[src/rtl/alu_pkg.sv]
package alu_pkg;
  typedef enum logic [2:0] {
    OP_NOP  = 3'd0,
    OP_MOVE = 3'd1,
    OP_ADD  = 3'd2,
    OP_SUB  = 3'd3,
    OP_SHL  = 3'd4,
    OP_MUL  = 3'd5,
    OP_DIV  = 3'd6,
    OP_RSV  = 3'd7
  } alu_op_e;
endpackage

[src/rtl/sa_regfile.sv]
module sa_regfile #(
  parameter int DW    = 16,
  parameter int DEPTH = 32,
  localparam int IW   = $clog2(DEPTH)
) (
  input  logic          clk,
  input  logic          rst_n,
  input  logic          we,
  input  logic [IW-1:0] waddr,
  input  logic [DW-1:0] wdata,
  input  logic [IW-1:0] raddr,
  output logic [DW-1:0] rdata
);
  logic [DW-1:0] mem [DEPTH];

  always_ff @(posedge clk) begin
    if (we) mem[waddr] <= wdata;
  end

  assign rdata = mem[raddr];

  // a write is visible on the following cycle
  a_r9_write_lands: assert property (@(posedge clk) disable iff (!rst_n)
    we |=> mem[$past(waddr)] == $past(wdata));
endmodule

[src/rtl/sa_lane.sv]
module sa_lane
  import alu_pkg::*;
#(
  parameter int DW  = 16,
  localparam int AW = 2 * DW,
  localparam int CW = $clog2(DW + 1),
  localparam int SW = $clog2(AW)
) (
  input  logic          clk,
  input  logic          rst_n,
  input  logic          turn,
  input  logic [DW-1:0] bus,
  input  logic          hold_ld,
  input  logic [2:0]    op,
  output logic [AW-1:0] acc,
  output logic          busy
);
  logic [DW-1:0] hold_q, hold_n, aux_q, aux_n;
  logic [AW-1:0] acc_q, acc_n;
  logic [CW-1:0] cnt_q, cnt_n;
  logic          busy_q, busy_n, neg_q, neg_n, div_q, div_n;

  logic [DW:0]   psum;
  logic [AW-1:0] mstep, mfin, dstep;
  logic [AW:0]   dsh;
  logic [DW+1:0] ddiff;
  logic [DW-1:0] hold_mag, bus_mag;
  logic [AW-1:0] hold_sx, bus_sx;
  alu_op_e       opc;

  assign opc      = alu_op_e'(op);
  assign hold_sx  = {{DW{hold_q[DW-1]}}, hold_q};
  assign bus_sx   = {{DW{bus[DW-1]}}, bus};
  assign hold_mag = hold_q[DW-1] ? (~hold_q + 1'b1) : hold_q;
  assign bus_mag  = bus[DW-1] ? (~bus + 1'b1) : bus;

  // one shift-add multiply step: add multiplicand into upper half, shift right
  assign psum  = {1'b0, acc_q[AW-1:DW]} + (acc_q[0] ? {1'b0, aux_q} : '0);
  assign mstep = {psum, acc_q[DW-1:1]};
  assign mfin  = neg_q ? (~mstep + 1'b1) : mstep;

  // one restoring divide step: shift left, trial subtract
  assign dsh   = {acc_q, 1'b0};
  assign ddiff = {1'b0, dsh[AW:DW]} - {2'b0, aux_q};
  assign dstep = ddiff[DW+1] ? dsh[AW-1:0] : {ddiff[DW-1:0], dsh[DW-1:1], 1'b1};

  always_comb begin
    hold_n = hold_q;
    acc_n  = acc_q;
    aux_n  = aux_q;
    cnt_n  = cnt_q;
    busy_n = busy_q;
    neg_n  = neg_q;
    div_n  = div_q;
    if (busy_q) begin
      if (div_q)              acc_n = dstep;
      else if (cnt_q == 1)    acc_n = mfin;
      else                    acc_n = mstep;
      cnt_n = cnt_q - 1'b1;
      if (cnt_q == 1) busy_n = 1'b0;
    end else begin
      if (hold_ld) hold_n = bus;
      case (opc)
        OP_MOVE: acc_n = bus_sx;
        OP_ADD:  acc_n = hold_sx + bus_sx;
        OP_SUB:  acc_n = hold_sx - bus_sx;
        OP_SHL:  acc_n = acc_q << bus[SW-1:0];
        OP_MUL: begin
          acc_n  = {{DW{1'b0}}, bus_mag};
          aux_n  = hold_mag;
          neg_n  = hold_q[DW-1] ^ bus[DW-1];
          div_n  = 1'b0;
          cnt_n  = CW'(DW);
          busy_n = 1'b1;
        end
        OP_DIV: begin
          acc_n  = {{DW{1'b0}}, hold_q};
          aux_n  = bus;
          neg_n  = 1'b0;
          div_n  = 1'b1;
          cnt_n  = CW'(DW);
          busy_n = 1'b1;
        end
        default: ;
      endcase
    end
  end

  always_ff @(posedge clk or negedge rst_n) begin
    if (!rst_n) begin
      hold_q <= '0;
      acc_q  <= '0;
      aux_q  <= '0;
      cnt_q  <= '0;
      busy_q <= 1'b0;
      neg_q  <= 1'b0;
      div_q  <= 1'b0;
    end else if (turn) begin
      hold_q <= hold_n;
      acc_q  <= acc_n;
      aux_q  <= aux_n;
      cnt_q  <= cnt_n;
      busy_q <= busy_n;
      neg_q  <= neg_n;
      div_q  <= div_n;
    end
  end

  assign acc  = acc_q;
  assign busy = busy_q;

  // an off-turn register set does not move
  a_r2_offturn_stable: assert property (@(posedge clk) disable iff (!rst_n)
    !turn |=> $stable(acc_q) && $stable(hold_q));
  // a busy stream's held operand is frozen on its turn
  a_r8_busy_hold_frozen: assert property (@(posedge clk) disable iff (!rst_n)
    (turn && busy_q) |=> $stable(hold_q));
  // busy only rises after a multiply or divide issued on this turn
  a_r6_busy_start: assert property (@(posedge clk) disable iff (!rst_n)
    $rose(busy_q) |-> $past(turn) && ($past(op) == 3'd5 || $past(op) == 3'd6));
endmodule

[src/rtl/shiftadd_alu.sv]
module shiftadd_alu #(
  parameter int DW       = 16,
  parameter int RF_DEPTH = 32,
  localparam int IW      = $clog2(RF_DEPTH),
  localparam int AW      = 2 * DW,
  localparam int LANES   = 2
) (
  input  logic             clk,
  input  logic             rst_n,
  input  logic [DW-1:0]    ext_in,
  input  logic             src_rf,
  input  logic [IW-1:0]    rd_addr,
  input  logic             hold_ld,
  input  logic [2:0]       acc_op,
  input  logic             res_hi,
  input  logic             wr_en,
  input  logic [IW-1:0]    wr_addr,
  input  logic             out_en,
  output logic [DW-1:0]    dout,
  output logic             stream,
  output logic [LANES-1:0] busy
);
  logic [1:0]    sync_q;
  logic          srst_n;
  logic          phase_q, run_q;
  logic [DW-1:0] rf_rdata, bus, result, dout_q, dout_n;
  logic [AW-1:0] lane_acc [LANES];
  logic [AW-1:0] cur_acc;

  // reset asserts at once, releases on the clock
  always_ff @(posedge clk or negedge rst_n) begin
    if (!rst_n) sync_q <= '0;
    else        sync_q <= {sync_q[0], 1'b1};
  end
  assign srst_n = sync_q[1];

  always_ff @(posedge clk or negedge srst_n) begin
    if (!srst_n) begin
      phase_q <= 1'b0;
      run_q   <= 1'b0;
    end else begin
      phase_q <= ~phase_q;
      run_q   <= 1'b1;
    end
  end

  sa_regfile #(.DW(DW), .DEPTH(RF_DEPTH)) u_rf (
    .clk   (clk),
    .rst_n (srst_n),
    .we    (wr_en & srst_n),
    .waddr (wr_addr),
    .wdata (result),
    .raddr (rd_addr),
    .rdata (rf_rdata)
  );

  assign bus = src_rf ? rf_rdata : ext_in;

  for (genvar i = 0; i < LANES; i++) begin : g_lane
    sa_lane #(.DW(DW)) u_lane (
      .clk     (clk),
      .rst_n   (srst_n),
      .turn    (phase_q == 1'(i)),
      .bus     (bus),
      .hold_ld (hold_ld),
      .op      (acc_op),
      .acc     (lane_acc[i]),
      .busy    (busy[i])
    );
  end

  assign cur_acc = lane_acc[phase_q];
  assign result  = res_hi ? cur_acc[AW-1:DW] : cur_acc[DW-1:0];
  assign dout_n  = out_en ? result : dout_q;

  always_ff @(posedge clk or negedge srst_n) begin
    if (!srst_n) dout_q <= '0;
    else         dout_q <= dout_n;
  end

  assign dout   = dout_q;
  assign stream = phase_q;

  // streams take turns on every clock
  a_r2_stream_alternates: assert property (@(posedge clk) disable iff (!srst_n)
    run_q |=> stream != $past(stream));
  // output register holds without a load strobe
  a_r10_dout_hold: assert property (@(posedge clk) disable iff (!srst_n)
    !out_en |=> $stable(dout));
endmodule

[config.mk]
export PLATFORM = sky130hd
export DESIGN_NAME = shiftadd_alu
export DESIGN_NICKNAME = d
export VERILOG_FILES = /design/src/rtl/alu_pkg.sv /design/src/rtl/sa_regfile.sv /design/src/rtl/sa_lane.sv /design/src/rtl/shiftadd_alu.sv
export SDC_FILE = /design/constraint.sdc
export NUM_CORES = 2
export LEC_CHECK = 0
export BUFFER_PORTS_ARGS = -buffer_cell sky130_fd_sc_hd__buf_4
export CORE_MARGIN = 5
export CORE_UTILIZATION = 25
export CTS_BUF_LIST = sky130_fd_sc_hd__clkbuf_4 sky130_fd_sc_hd__clkbuf_8
export CTS_CLUSTER_DIAMETER = 120
export DETAILED_ROUTE_END_ITERATION = 12
export GPL_TIMING_DRIVEN = 0
export PLACE_DENSITY = 0.46
export SYNTH_ARGS = -nofsm -noshare
export SYNTH_HDL_FRONTEND = slang
export SYNTH_HIERARCHICAL = 1
export SYNTH_SLANG_ARGS = --single-unit
[constraint.sdc]
create_clock -name clk -period 8.4 [get_ports clk]
set_input_delay 0.42 -clock clk [delete_from_list [all_inputs] [get_ports clk]]
set_output_delay 0.42 -clock clk [all_outputs]
set_load 0.01 [all_outputs]
==> flow_metrics.env <==
export IMPL_synth_xor_area_frac=0.0325
export IMPL_drive_gt1_frac=0.130
export IMPL_numCtsBuffers=118
export IMPL_rows=150
export IMPL_setup_tns_final_ns=0
export IMPL_grt_max_degree=62
export IMPL_worst_setup_path_start_kind="primary input"
export IMPL_fin_nets=4469
export IMPL_hpwl_mm=124
export IMPL_fin_crit_ns=6.28
export IMPL_path_cells="buf_4 -> nor2_4 -> buf_2 -> buf_2 -> nand2_1 -> a31oi_1 -> nand3_1 -> mux2_2 -> inv_1 -> buf_1 -> clkbuf_1 -> buf_2 -> ha_1 -> inv_1 -> o211ai_1 -> nand3_1 -> a2111o_1 -> a211oi_1 -> o31ai_1 -> mux2_2 -> a21oi_1 -> o221ai_1"
export IMPL_async_reset_ff_frac=0.241
export IMPL_fillers=17500
export IMPL_drt_wirelength_per_cell_um=24.8
export IMPL_clk_latency_ns=0.88
export IMPL_period_share=0.748
export IMPL_max_cap_violations=0
export IMPL_yosysSeqAreaShare=0.460
export IMPL_synth_top_family_by_area="compound AO/OA/AOI/OAI gates"
export IMPL_gr_total_overflow=0
export IMPL_slew_headroom=0.198
export IMPL_io_buffers=47
export IMPL_root_buffer="clkbuf_8"
export IMPL_crit_top_cell="buf_2"
export IMPL_routed_wirelength_mm=163
export IMPL_synth_cell_types=116
export IMPL_clockBufferDepth=3
export IMPL_synth_warnings=6
export IMPL_fmax_mhz=159
export IMPL_cts_tree="yes"
export IMPL_cp_endpoint="g_lane[0].u_lane/acc[13]"
export IMPL_reg2reg_to="g_lane[1].u_lane/acc[13]"
export IMPL_syn2layout_area_growth_pct=16.0
export IMPL_ant_nets=0
export IMPL_grt_pass1_wl_mm=235
export IMPL_antenna_found_initial=5
export IMPL_rsz0062_at_grt="false"
export IMPL_worst_slew_pin_slew_ns=1.19
export IMPL_syn_nets=4261
export IMPL_crit_required_ns=9.07
export IMPL_synth_seq_cells=675
export IMPL_finish_utilization=0.292
export IMPL_synthAdderAreaFrac=0.0447
export IMPL_htreeDepth=3
export IMPL_dieArea_um2=177000
export IMPL_synth_compound_area_share=0.174
export IMPL_timing_rr_start="u_rf/mem[1][1]"
export IMPL_hold_class="primary input to register"
export IMPL_status="finished, final reports clean"
export IMPL_die_width_um=421
export IMPL_critical_path_max_stage_delay_ns=0.58
export IMPL_final_max_slew_viol_count=0
export IMPL_critPathArrivalTime_ns=6.95
export IMPL_synth_top_area_cell="edfxtp_1"
export IMPL_synthFlopType="edfxtp_1"
export IMPL_synthCells=4079
export IMPL_first_global_vias=33500
export IMPL_synthSimpleGateAreaFrac=0.126
export IMPL_cts_resized=0
export IMPL_critPathMaxFanout=10
export IMPL_clk_pin_slew_worst_paths_ns=0.06
export IMPL_vdd_drop_max_mv=0.233
export IMPL_post_cts_buffers=0
export IMPL_regToRegSetupSlack_ns=2.13
export IMPL_core_um2=168000
export IMPL_die_h_um=421
export IMPL_yosys_mux_area_fraction=0.116
export IMPL_drt_pass1_iterations=6
export IMPL_power_density_nw_per_um2=358
export IMPL_io_pins=55
export IMPL_cts_sinks=675
export IMPL_synth_top_area_frac=0.364
export IMPL_fin_skew_ns=0.0802
export IMPL_ff2ff_path_depth=18
export IMPL_slowest_stage="clkbuf_1"
export IMPL_cp_end_kind="register"
export IMPL_vias_per_cell=5.22
export IMPL_track_usage=0.177
export IMPL_gp_congestion=0.962
export IMPL_drtIter0Drc=3553
export IMPL_syn_area_um2=42200
export IMPL_avgSynthCellArea_um2=10.4
export IMPL_hold_viol_final=0
export IMPL_p_leak_nw=18.2
export IMPL_synthTopCellsByArea="edfxtp_1, dfrtp_1, mux2i_1"
export IMPL_drc=0
export IMPL_critPathLaunch="rd_addr[1]"
export IMPL_synth_edf_count=512
export IMPL_setup_viol=0
export IMPL_initial_utilization=0.252
export IMPL_num_vias=34400
export IMPL_path_class="primary input to register"
==> area by class of cell <==
type                            instances  area [µm²]  share of cell area
Timing Repair Buffer                   88        1140              0.0232
Inverter                              144         541              0.0110
Clock buffer                          166        2070              0.0422
Clock inverter                         52         480             0.00981
Tap cell                             2204        2760              0.0563
Sequential cell                       675       19500               0.397
Buffer                                272        1410              0.0287
Antenna cell                            6        15.0            0.000307
Multi-Input combinational cell       2988       21100               0.431
==> cells by family after synthesis <==
family	after synthesis
AOI/OAI and AO/OA	1116
muxes	441
DFF	675
and+or+nand+nor	1127
other	1
buffers and inverters	416
xor gates and xnor gates	157
adders and majority gates	146
==> repair_timing <==
action / 4_1_cts / 5_1_grt
hold buffers: 4 / 0
endpoints found under the hold margin: 10 / 0
endpoints found under the setup margin: 0 / 0
==> layer usage <==
metal | part of all wire | global-route usage
met1 | 0.43 | 0.233
met2 | 0.47 | 0.294
met3 | 0.054 | 0.0242
met4 | 0.038 | 0.0671
met5 | 0 | 0
==> critical path, delay by kind of cell <==
kind	cells	cell delay, ns
buffers and inverters	8	2.67
AOI/OAI and AO/OA	7	1.93
and+or+nand+nor	4	0.84
muxes	2	0.78
adders and majority gates	1	0.28
==> synthesized netlist by cell type (all sizes together) (47+ instances only) <==
master / n
a21oi: 285
nand2: 414
inv: 141
edfxtp: 512
a22oi: 74
nor2: 272
dfrtp: 163
mux2i: 374
nand3: 90
xor2: 63
nor3: 75
ha: 138
o21ai: 277
xnor2: 94
buf: 109
a31oi: 55
clkbuf: 163
a211oi: 47
==> report_power, final <==
| part | switching (mW) | internal, mW |
|---|---|---|
| logic | 5.74 | 3.28 |
| clock network | 1.48 | 1.76 |
| registers | 0.875 | 4.38 |
==> state kept, by name, summed over array words and instances (netlist names) <==
| register | flops |
|---|---|
| dout | 16 |
| g_lane.u_lane/acc | 64 |
| g_lane.u_lane/aux_q | 32 |
| g_lane.u_lane/busy | 2 |
| g_lane.u_lane/cnt_q | 10 |
| g_lane.u_lane/div_q | 2 |
| g_lane.u_lane/hold_q | 32 |
| g_lane.u_lane/neg_q | 2 |
| stream | 1 |
| sync_q | 2 |
| u_rf/mem | 512 |
==> placed cells by master, fill, tap and decap left out, types with 131 or more instances in the layout <==
master,Yosys,layout
clkbuf_1,163,163
inv_1,137,137
a21oi_1,284,284
clkbuf_8,0,131
edfxtp_1,512,512
nand2_1,413,413
mux2i_1,374,358
nor2_1,268,236
dfrtp_1,163,162
o21ai_0,264,264
ha_1,138,138
==> through the flow <==
stage | hold WS, ns | instance area [µm²] | worst slack (ns) | instances | total power [mW]
floorplan | 0.124 | 42200 | 2.37 | 4079 | 10.7
global placement | 0.203 | 45400 | -1.07 | 6330 | 14.0
detailed placement | 0.204 | 46400 | 1.41 | 6367 | 14.2
CTS | 0.0641 | 49000 | 2.14 | 6589 | 17.5
global route | 0.129 | 49000 | 1.87 | 6594 | 18.6
finish | 0.129 | 49000 | 2.12 | 6595 | 17.5
==> worst min path at each step <==
stage	startpoint	endpoint	slack, ns	depth (start not counted)
finish	res_hi	dout[0]	0.13	3
global route	res_hi	dout[0]	0.13	3
CTS	res_hi	dout[0]	0.06	3
detailed placement	rst_n	sync_q[0]	0.20	1
global placement	rst_n	sync_q[0]	0.20	1
floorplan	rst_n	sync_q[0]	0.12	0
Note: power is estimated with default switching activity, not from simulation.
